--- src/rtl/cbr_sched_pkg.sv ---
// Package: shared types and helpers for the refresh scheduler.
// Assumes nothing beyond IEEE 1800-2017 elaboration.
package cbr_sched_pkg;

    // Phases of one strobe sequence.
    typedef enum logic [2:0] {
        PH_IDLE,
        PH_PRE,
        PH_CSR,
        PH_LOW,
        PH_HOLD,
        PH_POST
    } phase_e;

    // Operating modes of the scheduler.
    typedef enum logic [2:0] {
        MD_PWR,
        MD_INIT,
        MD_RUN,
        MD_REF,
        MD_SELF
    } mode_e;

    // Larger of two integers, used to size shared counters.
    function automatic int max_of(input int a, input int b);
        return (a > b) ? a : b;
    endfunction

endpackage

--- src/rtl/cbr_strobe_seq.sv ---
// Module: cbr_strobe_seq
// Drives one refresh cycle on RAS#/CAS#:
//   precharge, CAS# setup, RAS# low (CAS# held then released),
//   an optional long self-refresh hold, then trailing precharge.
// Assumes start_i is raised only while busy_o is low, and self_i
// stays steady from start until done_o. Strobes come from flops.
module cbr_strobe_seq
    import cbr_sched_pkg::*;
#(
    parameter int RP_CYC   = 4,
    parameter int CSR_CYC  = 1,
    parameter int RAS_CYC  = 6,
    parameter int CHR_CYC  = 1,
    parameter int SELF_CYC = 10000,
    parameter int RPS_CYC  = 11
) (
    input  logic clk,
    input  logic rst_n,
    input  logic start_i,
    input  logic self_i,
    input  logic wake_i,
    output logic ras_n_o,
    output logic cas_n_o,
    output logic busy_o,
    output logic done_o
);

    localparam int MAXC = max_of(max_of(max_of(RP_CYC, CSR_CYC), max_of(RAS_CYC, CHR_CYC)),
                                 max_of(SELF_CYC, RPS_CYC));
    localparam int CW = $clog2(MAXC + 1);
    localparam logic [CW-1:0] L_RP   = CW'(RP_CYC - 1);
    localparam logic [CW-1:0] L_CSR  = CW'(CSR_CYC - 1);
    localparam logic [CW-1:0] L_RAS  = CW'(RAS_CYC - 1);
    localparam logic [CW-1:0] L_SELF = CW'(SELF_CYC - 1);
    localparam logic [CW-1:0] L_RPS  = CW'(RPS_CYC - 1);
    localparam logic [CW-1:0] CAS_REL = CW'(RAS_CYC - CHR_CYC);
    localparam logic [CW-1:0] ONE    = CW'(1);

    phase_e          st_q, st_d;
    logic [CW-1:0]   cnt_q, cnt_d;
    logic            ras_q, cas_q;
    logic            ras_d, cas_d;

    // Next phase and phase counter.
    always_comb begin
        st_d  = st_q;
        cnt_d = cnt_q;
        unique case (st_q)
            PH_IDLE: begin
                if (start_i) begin
                    st_d  = PH_PRE;
                    cnt_d = L_RP;
                end
            end
            PH_PRE: begin
                if (cnt_q == '0) begin
                    st_d  = PH_CSR;
                    cnt_d = L_CSR;
                end else begin
                    cnt_d = cnt_q - ONE;
                end
            end
            PH_CSR: begin
                if (cnt_q == '0) begin
                    st_d  = PH_LOW;
                    cnt_d = L_RAS;
                end else begin
                    cnt_d = cnt_q - ONE;
                end
            end
            PH_LOW: begin
                if (cnt_q == '0) begin
                    if (self_i) begin
                        st_d  = PH_HOLD;
                        cnt_d = L_SELF;
                    end else begin
                        st_d  = PH_POST;
                        cnt_d = L_RP;
                    end
                end else begin
                    cnt_d = cnt_q - ONE;
                end
            end
            PH_HOLD: begin
                if (cnt_q != '0) begin
                    cnt_d = cnt_q - ONE;
                end else if (wake_i) begin
                    st_d  = PH_POST;
                    cnt_d = L_RPS;
                end
            end
            PH_POST: begin
                if (cnt_q == '0) begin
                    st_d = PH_IDLE;
                end else begin
                    cnt_d = cnt_q - ONE;
                end
            end
            default: begin
                st_d  = PH_IDLE;
                cnt_d = '0;
            end
        endcase
    end

    // Strobe levels for the phase being entered.
    always_comb begin
        ras_d = !((st_d == PH_LOW) || (st_d == PH_HOLD));
        cas_d = !((st_d == PH_CSR) || ((st_d == PH_LOW) && (cnt_d >= CAS_REL)));
    end

    // State and strobe registers.
    always_ff @(posedge clk) begin
        if (!rst_n) begin
            st_q  <= PH_IDLE;
            cnt_q <= '0;
            ras_q <= 1'b1;
            cas_q <= 1'b1;
        end else begin
            st_q  <= st_d;
            cnt_q <= cnt_d;
            ras_q <= ras_d;
            cas_q <= cas_d;
        end
    end

    assign ras_n_o = ras_q;
    assign cas_n_o = cas_q;
    assign busy_o  = (st_q != PH_IDLE);
    assign done_o  = (st_q == PH_POST) && (cnt_q == '0);

    AST_CAS_LEADS_RAS: assert property (@(posedge clk) disable iff (!rst_n)
        $fell(ras_q) |-> !cas_q);
    AST_IDLE_STROBES_HIGH: assert property (@(posedge clk) disable iff (!rst_n)
        (st_q == PH_IDLE) |-> (ras_q && cas_q));
    AST_HOLD_ONLY_SELF: assert property (@(posedge clk) disable iff (!rst_n)
        (st_q == PH_HOLD) |-> self_i);

endmodule

--- src/rtl/cbr_debt_timer.sv ---
// Module: cbr_debt_timer
// Counts refresh intervals and keeps the number of owed refreshes.
// Flags urgency at the limit and a loss when an interval expires
// with the limit already reached. Assumes pay_i only while owed.
module cbr_debt_timer #(
    parameter int INTERVAL_CYC = 1560,
    parameter int DEBT_MAX     = 4
) (
    input  logic clk,
    input  logic rst_n,
    input  logic run_i,
    input  logic clear_i,
    input  logic pay_i,
    output logic pending_o,
    output logic urgent_o,
    output logic lost_o
);

    localparam int IW = $clog2(INTERVAL_CYC + 1);
    localparam int DW = $clog2(DEBT_MAX + 1);
    localparam logic [IW-1:0] I_LAST   = IW'(INTERVAL_CYC - 1);
    localparam logic [DW-1:0] DEBT_TOP = DW'(DEBT_MAX);

    logic [IW-1:0] tcnt_q;
    logic [DW-1:0] debt_q;
    logic          tick;

    assign tick   = run_i && (tcnt_q == I_LAST);
    assign lost_o = tick && !pay_i && (debt_q == DEBT_TOP);

    // Interval counter.
    always_ff @(posedge clk) begin
        if (!rst_n || clear_i) begin
            tcnt_q <= '0;
        end else if (run_i) begin
            tcnt_q <= tick ? '0 : tcnt_q + IW'(1);
        end
    end

    // Owed-refresh counter, saturating at the limit.
    always_ff @(posedge clk) begin
        if (!rst_n || clear_i) begin
            debt_q <= '0;
        end else if (tick && !pay_i && (debt_q != DEBT_TOP)) begin
            debt_q <= debt_q + DW'(1);
        end else if (pay_i && !tick) begin
            debt_q <= debt_q - DW'(1);
        end
    end

    assign pending_o = (debt_q != '0);
    assign urgent_o  = (debt_q == DEBT_TOP);

    AST_DEBT_BOUND: assert property (@(posedge clk) disable iff (!rst_n)
        debt_q <= DEBT_TOP);
    AST_PAY_OWED: assert property (@(posedge clk) disable iff (!rst_n)
        pay_i |-> (debt_q != '0));

endmodule

--- src/rtl/cbr_refresh_sched.sv ---
// Module: cbr_refresh_sched (top)
// Power-up pause, wake-up refresh train, granted periodic refresh
// with postponement, loss recovery, and self refresh on command.
// Assumes the sequencer raises grant_i only while it drives no
// strobe, and starts no access while busy_o or !init_done_o.
module cbr_refresh_sched
    import cbr_sched_pkg::*;
#(
    parameter int PWRUP_CYC    = 10000,
    parameter int INIT_CYCLES  = 8,
    parameter int INTERVAL_CYC = 1560,
    parameter int DEBT_MAX     = 4,
    parameter int RP_CYC       = 4,
    parameter int CSR_CYC      = 1,
    parameter int RAS_CYC      = 6,
    parameter int CHR_CYC      = 1,
    parameter int SELF_CYC     = 10000,
    parameter int RPS_CYC      = 11
) (
    input  logic clk,
    input  logic rst_n,
    input  logic grant_i,
    input  logic sleep_i,
    input  logic wake_i,
    output logic req_o,
    output logic urgent_o,
    output logic ras_n_o,
    output logic cas_n_o,
    output logic we_n_o,
    output logic busy_o,
    output logic init_done_o
);

    localparam int PW = $clog2(PWRUP_CYC + 1);
    localparam int NW = $clog2(INIT_CYCLES + 1);
    localparam logic [PW-1:0] P_LAST = PW'(PWRUP_CYC - 1);
    localparam logic [NW-1:0] INIT_N = NW'(INIT_CYCLES);

    mode_e          mode_q, mode_d;
    logic [PW-1:0]  pcnt_q, pcnt_d;
    logic [NW-1:0]  icnt_q, icnt_d;
    logic           init_done_q, init_done_d;
    logic           lost_q, lost_d;
    logic           eng_start, eng_self, eng_busy, eng_done;
    logic           tm_run, tm_clear, tm_pay;
    logic           tm_pending, tm_urgent, tm_lost;
    logic           in_self;

    assign tm_run  = init_done_q && !lost_q && (mode_q != MD_SELF);
    assign in_self = (mode_q == MD_SELF);

    cbr_debt_timer #(
        .INTERVAL_CYC (INTERVAL_CYC),
        .DEBT_MAX     (DEBT_MAX)
    ) u_timer (
        .clk       (clk),
        .rst_n     (rst_n),
        .run_i     (tm_run),
        .clear_i   (tm_clear),
        .pay_i     (tm_pay),
        .pending_o (tm_pending),
        .urgent_o  (tm_urgent),
        .lost_o    (tm_lost)
    );

    cbr_strobe_seq #(
        .RP_CYC   (RP_CYC),
        .CSR_CYC  (CSR_CYC),
        .RAS_CYC  (RAS_CYC),
        .CHR_CYC  (CHR_CYC),
        .SELF_CYC (SELF_CYC),
        .RPS_CYC  (RPS_CYC)
    ) u_seq (
        .clk     (clk),
        .rst_n   (rst_n),
        .start_i (eng_start),
        .self_i  (eng_self),
        .wake_i  (wake_i),
        .ras_n_o (ras_n_o),
        .cas_n_o (cas_n_o),
        .busy_o  (eng_busy),
        .done_o  (eng_done)
    );

    // Mode sequencing and arbitration against the access sequencer.
    always_comb begin
        mode_d      = mode_q;
        pcnt_d      = pcnt_q;
        icnt_d      = icnt_q;
        init_done_d = init_done_q;
        lost_d      = lost_q || tm_lost;
        eng_start   = 1'b0;
        eng_self    = 1'b0;
        tm_clear    = 1'b0;
        tm_pay      = 1'b0;
        unique case (mode_q)
            MD_PWR: begin
                if (pcnt_q == P_LAST) begin
                    mode_d = MD_INIT;
                    icnt_d = INIT_N;
                end else begin
                    pcnt_d = pcnt_q + PW'(1);
                end
            end
            MD_INIT: begin
                eng_start = !eng_busy && (icnt_q != '0);
                if (eng_done) begin
                    icnt_d = icnt_q - NW'(1);
                    if (icnt_q == NW'(1)) begin
                        mode_d      = MD_RUN;
                        init_done_d = 1'b1;
                        tm_clear    = 1'b1;
                    end
                end
            end
            MD_RUN: begin
                if (lost_q) begin
                    if (grant_i) begin
                        mode_d   = MD_INIT;
                        icnt_d   = INIT_N;
                        lost_d   = 1'b0;
                        tm_clear = 1'b1;
                    end
                end else if (grant_i && tm_pending && (tm_urgent || !sleep_i)) begin
                    eng_start = 1'b1;
                    mode_d    = MD_REF;
                end else if (grant_i && sleep_i) begin
                    eng_start = 1'b1;
                    eng_self  = 1'b1;
                    mode_d    = MD_SELF;
                end
            end
            MD_REF: begin
                if (eng_done) begin
                    tm_pay = 1'b1;
                    mode_d = MD_RUN;
                end
            end
            MD_SELF: begin
                eng_self = 1'b1;
                if (eng_done) begin
                    tm_clear = 1'b1;
                    mode_d   = MD_RUN;
                end
            end
            default: mode_d = MD_PWR;
        endcase
        if (tm_lost) begin
            init_done_d = 1'b0;
        end
    end

    // Mode, counters and flags.
    always_ff @(posedge clk) begin
        if (!rst_n) begin
            mode_q      <= MD_PWR;
            pcnt_q      <= '0;
            icnt_q      <= '0;
            init_done_q <= 1'b0;
            lost_q      <= 1'b0;
        end else begin
            mode_q      <= mode_d;
            pcnt_q      <= pcnt_d;
            icnt_q      <= icnt_d;
            init_done_q <= init_done_d;
            lost_q      <= lost_d;
        end
    end

    assign req_o       = tm_pending || lost_q;
    assign urgent_o    = tm_urgent || lost_q;
    assign we_n_o      = 1'b1;
    assign busy_o      = eng_busy;
    assign init_done_o = init_done_q;

    AST_GRANTED_START: assert property (@(posedge clk) disable iff (!rst_n)
        (init_done_q && $rose(eng_busy)) |-> $past(grant_i));
    AST_INIT_ENDS_IDLE: assert property (@(posedge clk) disable iff (!rst_n)
        $rose(init_done_q) |-> !eng_busy);
    AST_NO_DEBT_AFTER_SELF: assert property (@(posedge clk) disable iff (!rst_n)
        $fell(in_self) |-> !req_o);
    AST_LOSS_DROPS_INIT: assert property (@(posedge clk) disable iff (!rst_n)
        lost_q |-> (!init_done_q && urgent_o));

endmodule

--- config.mk ---
export PLATFORM = sky130hd
export DESIGN_NAME = cbr_refresh_sched
export DESIGN_NICKNAME = d
export VERILOG_FILES = /design/src/rtl/cbr_sched_pkg.sv /design/src/rtl/cbr_strobe_seq.sv /design/src/rtl/cbr_debt_timer.sv /design/src/rtl/cbr_refresh_sched.sv
export SDC_FILE = /design/constraint.sdc
export NUM_CORES = 1
export LEC_CHECK = 0
export ABC_AREA = 1
export BUFFER_PORTS_ARGS = -buffer_cell sky130_fd_sc_hd__clkbuf_2
export CAP_MARGIN = 5
export CORE_MARGIN = 5
export CORE_UTILIZATION = 60
export CTS_CLUSTER_SIZE = 25
export DETAILED_ROUTE_END_ITERATION = 7
export HOLD_SLACK_MARGIN = 0.02
export PLACE_DENSITY = 0.75
export SLEW_MARGIN = 10
export SYNTH_ARGS = -nofsm -noshare
export SYNTH_HDL_FRONTEND = slang
export SYNTH_SLANG_ARGS = --single-unit
--- constraint.sdc ---
create_clock -name clk -period 2.55 [get_ports clk]
set_clock_uncertainty 0.05 [all_clocks]
set_input_delay 0.255 -clock clk [delete_from_list [all_inputs] [get_ports clk]]
set_output_delay 0.255 -clock clk [all_outputs]
set_load 0.02 [all_outputs]
## Yosys cells after proc, flatten, opt, wreduce, memory -nomap -nowiden

Cells that the tools add are included.

| cells by class | value |
|---|---|
| add/subtract/negate cells | 6 |
| equal/unequal tests | 26 |
| reduce and logical (&&, ||, !) cells | 43 |
| $lt $le $gt $ge | 1 |
| mux-type cells | 52 |
| bitwise operators | 2 |

Operators by type and width:

| operator | count |
|---|---|
| 14-bit 2-to-1 mux | 8 |
| 14-bit one-hot mux with 6 select lines | 1 |
| 3-bit 2-to-1 mux | 17 |
| 3-bit by 2-bit equality test with 1-bit output (second input constant) | 6 |
| 3-bit one-hot mux with 6 select lines | 1 |
| 4-bit 2-to-1 mux | 4 |
| 3-bit equality test (second input constant) | 5 |
| 1-bit 2-to-1 mux | 15 |
| 14-bit by 1-bit adder with 14-bit output (second input constant) | 1 |
| 14-bit equality test (second input constant) | 1 |
| 14-bit by 3-bit greater-or-equal comparator with 1-bit output (second input constant) | 1 |
| 14-bit logical NOT | 1 |
| 14-bit nonzero test | 1 |
| 14-bit by 1-bit subtractor with 14-bit output (second input constant) | 1 |
| 1-bit logical AND | 13 |
| 3-bit one-hot mux with 4 select lines | 1 |
| 4-bit one-hot mux with 3 select lines | 1 |
| 11-bit by 1-bit adder with 11-bit output (second input constant) | 1 |
| 11-bit equality test (second input constant) | 1 |
| 11-bit 2-to-1 mux | 1 |
| 2-bit inequality test (second input constant) | 5 |
| 3-bit inequality test (second input constant) | 3 |
| 3-bit nonzero test | 3 |
| 1-bit logical NOT | 8 |
| other kinds (19) | 30 |

| word-level totals | value |
|---|---|
| input bits | 5 |
| output and inout port bits | 7 |
| word-level logic and storage cells | 141 |
| bits in registers | 56 |

## Longest topological paths before layout

| depth | value |
|---|---|
| depth after elaboration | 13 |
| depth in mapped cells | 17 |

## By module

A second synthesis with hierarchy kept.

| unflattened totals | value |
|---|---|
| cell total of the unflattened synthesis | 644 |
| area, all modules | 3957.5 sq um |

Modules (own cells, without submodules):

| module | cells each | instances | sequential area each (sq um) | area an instance (sq um) |
|---|---|---|---|---|
| cbr_strobe_seq | 282 | 1 | 380.4 | 1616.6 |
| cbr_refresh_sched | 247 | 1 | 460.4 | 1547.7 |
| cbr_debt_timer | 115 | 1 | 280.3 | 793.3 |

## Worst setup path after synthesis

Ideal clock, no wire load.

| timing | value |
|---|---|
| path kind | register to register |
| start | register u_seq.cnt_q[0] |
| end | register u_seq.cas_q (netlist: u_seq.cas_n_o) |
| clock period less this slack | 2.169 ns |
| required time | 2.387 ns |
| data arrival time | 2.005 ns |
| library setup time | 0.113 ns |
| path buffers | 2 |
| slack | 0.381 ns |
| cell stages (with the launch flop) | 17 |
| cell sequence | dfxtp_1 -> inv_1 -> ha_1 -> nand2_1 -> nor2_2 -> nand2_2 -> buf_2 -> buf_4 -> ha_1 -> o22ai_1 -> nor2_1 -> nand2_1 -> nor2_1 -> a21oi_1 -> nor2_1 -> nand3_1 -> nand2_1 |

| on the way | value |
|---|---|
| cells in the longest elaborated chain, start to end | 7 |
| elaborated cells between the ends (all ways) | 23 |
| classes of those cells | 1 x add/sub; 1 x order compare; 2 x eq/ne; 14 x mux; 5 x reduce/logical |

Ends and longest elaborated chain:

| item | line | RTL |
|---|---|---|
| start, declared | cbr_strobe_seq.sv:40 | `logic [CW-1:0] cnt_q, cnt_d;` |
| start signal, assigned | cbr_strobe_seq.sv:121 | `cnt_q <= cnt_d;` |
| 14-bit by 1-bit subtractor with 14-bit output, or another cell as far along | n/a |  |
| 14-bit 2-to-1 mux, or another cell as far along | cbr_strobe_seq.sv:93 | `if (cnt_q == '0) begin` |
| 14-bit one-hot mux with 6 select lines / 3-bit one-hot mux with 6 select lines (equally long branches) | cbr_strobe_seq.sv:48 | `unique case (st_q)` |
| 14-bit by 3-bit greater-or-equal comparator with 1-bit output / 3-bit by 2-bit equality test with 1-bit output (equally long branches) | cbr_strobe_seq.sv:109 | `cas_d = !((st_d == PH_CSR) \|\| ((st_d == PH_LOW) && (cnt_d >= CAS_REL)));` |
| 1-bit logical AND | cbr_strobe_seq.sv:109 |  |
| 1-bit logical OR (*) | cbr_strobe_seq.sv:109 |  |
| 1-bit logical NOT (*) | cbr_strobe_seq.sv:109 |  |
| end signal, assigned | cbr_strobe_seq.sv:123 | `cas_q <= cas_d;` |
| end, declared | cbr_strobe_seq.sv:41 | `logic ras_q, cas_q;` |

Mark *: on every way between the ends. The rest lies on a longest branch, timed or not.
A chain may end at the register's enable or synchronous reset.

## Worst setup path in the final report

| timing | value |
|---|---|
| start | register u_seq.cnt_q[0] |
| end | register u_timer.debt_q[2] |

| on the way | value |
|---|---|
| cells in the longest elaborated chain, start to end | 8 |
| elaborated cells between the ends (all ways) | 13 |
| classes of those cells | 5 x mux; 8 x reduce/logical |

Ends and longest elaborated chain:

| item | line | RTL |
|---|---|---|
| 14-bit logical NOT (*) | cbr_strobe_seq.sv:130 | `assign done_o = (st_q == PH_POST) && (cnt_q == '0);` |
| 1-bit logical AND (*) | cbr_strobe_seq.sv:130 |  |
| 1-bit 2-to-1 mux | cbr_refresh_sched.sv:134, cbr_refresh_sched.sv:141 |  |
| 1-bit 2-to-1 mux | cbr_refresh_sched.sv:96 | `unique case (mode_q)` |
| 1-bit logical NOT | cbr_debt_timer.sv:44 | `end else if (tick && !pay_i && (debt_q != DEBT_TOP)) begin` |
| 1-bit logical AND (2 in a row) | cbr_debt_timer.sv:44 |  |
| 3-bit 2-to-1 mux / 2-bit nonzero test (equally long branches) | n/a |  |
| end signal, assigned | cbr_debt_timer.sv:45 | `debt_q <= debt_q + DW'(1);` |
| end signal, assigned | cbr_debt_timer.sv:47 | `debt_q <= debt_q - DW'(1);` |
| end, declared | cbr_debt_timer.sv:25 | `logic [DW-1:0] debt_q;` |

Marked as above.

==> results_tabular.tex <==
\begin{tabular}{lr}
\hline
Metric & Value \\
\hline
\multicolumn{2}{l}{\textbf{Outcome}} \\
\quad Run status & complete, no violations \\
\multicolumn{2}{l}{\textbf{Floorplanning}} \\
\quad Die X & 86.0 um \\
\quad Cell row count & 27 \\
\quad Vertical die dimension & 86.0 um \\
\quad Die area & roughly 7400 um2 \\
\quad Initial Utilization & between 60 and 70\% \\
\quad Number of placed I/O pins & 12 \\
\quad Area of the core & 5570 um2 \\
\multicolumn{2}{l}{\textbf{Synthesis}} \\
\quad Sequential fraction of the synthesis area & 32.3\% \\
\quad Syn Area/Cell & just over 6 um2 \\
\quad Leading area contributor after synthesis & dfxtp\_1 \\
\quad Share of synthesized flip-flops with an asynchronous set or reset & 0\% \\
\quad Gate count of the mapped netlist & between 500 and 600 \\
\quad Mapped Nets & 572 \\
\quad Count of flip-flops with a built-in enable after synthesis & 0 \\
\quad Post-synthesis cell type count & 39 \\
\quad Synth Register Bits & 56 \\
\quad Cell with the most instances after synthesis & nand2\_1 \\
\quad Ranking of synthesized cells by instance count & nand2\_1 (138), nor2\_1 (80), inv\_1 (77), dfxtp\_1 (56), nand3\_1 (42) \\
\quad Synthesized cell area & roughly 3500 um2 \\
\quad Synth Warn \# & 0 \\
\quad Area share of the leading cell type in the synthesized netlist & about 32\% \\
\quad Primary flip-flop cell chosen by synthesis mapping & dfxtp\_1 \\
\quad Cells taking the most area after synthesis & dfxtp\_1 (32\%), nand2\_1 (15\%), nor2\_1 (8.7\%) \\
\multicolumn{2}{l}{\textbf{Cells and area}} \\
\quad Count of inserted antenna diode cells & 0 \\
\quad Number of nets in the layout & 586 \\
\quad P\&R area growth vs syn & 7.68\% \\
\quad Final non-filler cell area & between 3000 and 4000 um2 \\
\quad Share of final-layout standard cells stronger than drive strength 1 & between 9 and 10\% \\
\multicolumn{2}{l}{\textbf{Timing}} \\
\quad Final Setup Violations & 0 \\
\quad Setup repair after global routing missed its margin & no \\
\quad Final count of hold timing violations & 0 \\
\quad Setup TNS after final layout & 0 ns \\
\quad Share of the clock period used by the worst path after layout & 91.0\% \\
\quad Maximum clock rate & 0.431 GHz \\
\quad Minimum period implied by the final worst setup slack & $\sim$2.3 ns \\
\quad Number of pins with negative max-slew slack in the final report & 0 \\
\quad Post-route worst hold slack & between 0.3 and 0.4 ns \\
\multicolumn{2}{l}{\textbf{CTS}} \\
\quad Number of CTS-inserted buffers & 5 \\
\quad Cell at the root of the clock tree & clkbuf\_8 \\
\quad Depth of the CTS H-tree & 2 \\
\quad CTS tree & done \\
\quad Clock input transition at the sequential cells of the worst setup and hold paths & 0.10 ns \\
\quad Buffers from clock root to sink, at most & 2 \\
\quad CTS Hold Buffers Added & 0 \\
\quad Number of clock sinks seen by CTS & 56 \\
\quad Clock Latency Late Sink & 0.31 ns \\
\multicolumn{2}{l}{\textbf{Route}} \\
\quad Via total after detailed routing & 3437 \\
\quad Average routed wire per standard cell & around 12 um \\
\quad Number of nets still failing antenna checks after routing & 0 \\
\quad Initial DRC count & 204 \\
\quad Length of the first detailed-routing pass in iterations & 5 \\
\quad Total wire length after detailed routing & slightly below 8 mm \\
\quad Drc violations & 0 \\
\quad Vias per Instance & 5.35 \\
\multicolumn{2}{l}{\textbf{GRT}} \\
\quad All-Layer GR Usage & 23.1\% \\
\quad Remaining Overflow, GRT & 0 \\
\quad Wire length of the first global-routing pass & 14.1 mm \\
\quad Number of antenna violations at the first check in global routing & 0 \\
\quad Pin count of the biggest net entering global routing & 21 \\
\quad Number of global-route vias before repair & 3216 \\
\multicolumn{2}{l}{\textbf{Hold path}} \\
\quad Worst min-delay path category & input pin to flop \\
\multicolumn{2}{l}{\textbf{Placed design}} \\
\quad Post-detail-place hpwl & 6.04 mm \\
\quad Placed instance area & between 3000 and 4000 um2 \\
\quad Count of port buffers added during placement & 10 \\
\quad Routability congestion estimate & slightly above 0.9 \\
\multicolumn{2}{l}{\textbf{Setup path}} \\
\quad Kind of launch point of the worst setup path & flop \\
\quad Register-to-register setup slack & between 0.2 and 0.25 ns \\
\quad Type of destination of the critical path & flop \\
\quad Crit path required time & 2.71 ns \\
\quad CP Max Fanout & 6 \\
\quad Worst path arrival time & about 2.5 ns \\
\quad Class of the most critical setup path & flop to flop \\
\multicolumn{2}{l}{\textbf{Power}} \\
\quad Max VDD drop & 0.782 mV \\
\quad Total power divided by cell area & 1360 nW/um2 \\
\quad Static Leak & 1.78 nW \\
\multicolumn{2}{l}{\textbf{Run}} \\
\quad Max Cap Viol & 0 \\
\hline
\end{tabular}
## placed cells by master, fill, tap and decap left out, types with 2 or more instances in the layout
master / netlist / final
nand2_1: 138 / 138
nor2_1: 80 / 80
inv_1: 77 / 76
dfxtp_1: 56 / 54
nand3_1: 42 / 42
a21oi_1: 29 / 29
o21ai_0: 26 / 26
inv_2: 14 / 15
nor3_1: 15 / 15
clkbuf_2: 0 / 10
nand4_1: 9 / 9
ha_1: 9 / 9
xor2_1: 6 / 6
o21ai_1: 5 / 5
nor3_2: 5 / 5
nor2_2: 5 / 5
clkbuf_8: 0 / 5
buf_4: 2 / 4
or2_1: 3 / 3
a31oi_1: 3 / 3
nor3b_1: 3 / 3
nor2_4: 3 / 3
a21o_1: 2 / 2
a211oi_1: 2 / 2
o21bai_1: 2 / 2
nand3_2: 2 / 2
nand2_2: 2 / 2
nand3b_1: 2 / 2
bufinv_16: 0 / 2
dfxtp_2: 0 / 2
## worst max-delay path: stages (launching register included)
cell and delay [ns]:
dfxtp_1 0.38, inv_2 0.08, ha_1 0.22, nand2_1 0.08
nor2_2 0.05, nand2_2 0.13, nor2_4 0.05, nand4_1 0.10
nand2_1 0.08, inv_1 0.08, nand2_1 0.10, fa_1 0.39
or2_1 0.25, a21oi_1 0.13, nor2_1 0.06
## sequential cells by signal (all words and copies together) (netlist names), 3 cells and up
name / count
u_seq.st_q: 3
u_timer.tcnt_q: 11
icnt_q: 4
u_timer.debt_q: 3
mode_q: 3
u_seq.cnt_q: 14
pcnt_q: 14
## metrics by stage
step	setup slack, ns	utilization [%]	instances	power, mW
2_1_floorplan	0.381	-	557	3.63
3_3_place_gp	0.273	64.7	636	4.32
3_5_place_dp	0.185	64.7	636	4.33
4_1_cts	0.177	67.0	643	5.04
5_1_grt	0.00686	67.0	643	5.63
6_report	0.230	67.0	643	5.06
## path summary, 6_finish.rpt
check,start,end,cells after the start
max,u_seq.cnt_q[0]$_SDFF_PN0_,u_timer.debt_q[2]$_SDFFE_PP0P_,14
min,sleep_i,mode_q[2]$_SDFFE_PN0P_,5
max reg2reg,u_seq.cnt_q[0]$_SDFF_PN0_,u_timer.debt_q[2]$_SDFFE_PP0P_,14
min reg2reg,icnt_q[3]$_SDFFE_PN0P_,icnt_q[3]$_SDFFE_PN0P_,2
## report_power, final
group          internal (mW)  switching, mW  total, mW
Sequential              1.05          0.143       1.20
Clock                  0.387          0.285      0.672
Combinational           1.04           2.15       3.20
Total                   2.48           2.58       5.06
## kinds of logic after synthesis
kind of cell             synth area share (%)
XOR/XNOR                                 1.51
flip-flops                               32.3
adder cells (fa/ha/maj)                  3.82
buffers and inverters                    11.0
AND/OR/NAND/NOR                          39.7
AO/OA/AOI/OAI                            11.6
other                                   0.108
## timing repair
| item | 4_1_cts | 5_1_grt |
|---|---|---|
| resized for setup | 0 | 3 |
| endpoints found under the setup margin | 0 | 3 |
| setup buffers | 0 | 0 |
## per-layer routing
layer  share of wire [%]  GRT usage [%]  wire length [um]
met2                  44           36.4              3450
met1                  49           32.3              3770
met4                 1.7           6.47               130
met5                   0              0                 0
met3                 5.5           4.23               428
## area by class of cell
type / count / area, um2
multi-input cells: 402 / 1970
fillers: 523 / 1840
flip-flops and latches: 56 / 1120
inverters: 92 / 345
well taps: 72 / 90.1
repair buffers: 14 / 80.1
clock buffers: 5 / 68.8
clock inverters: 2 / 60.1
Power figures use the tool's default switching activity.
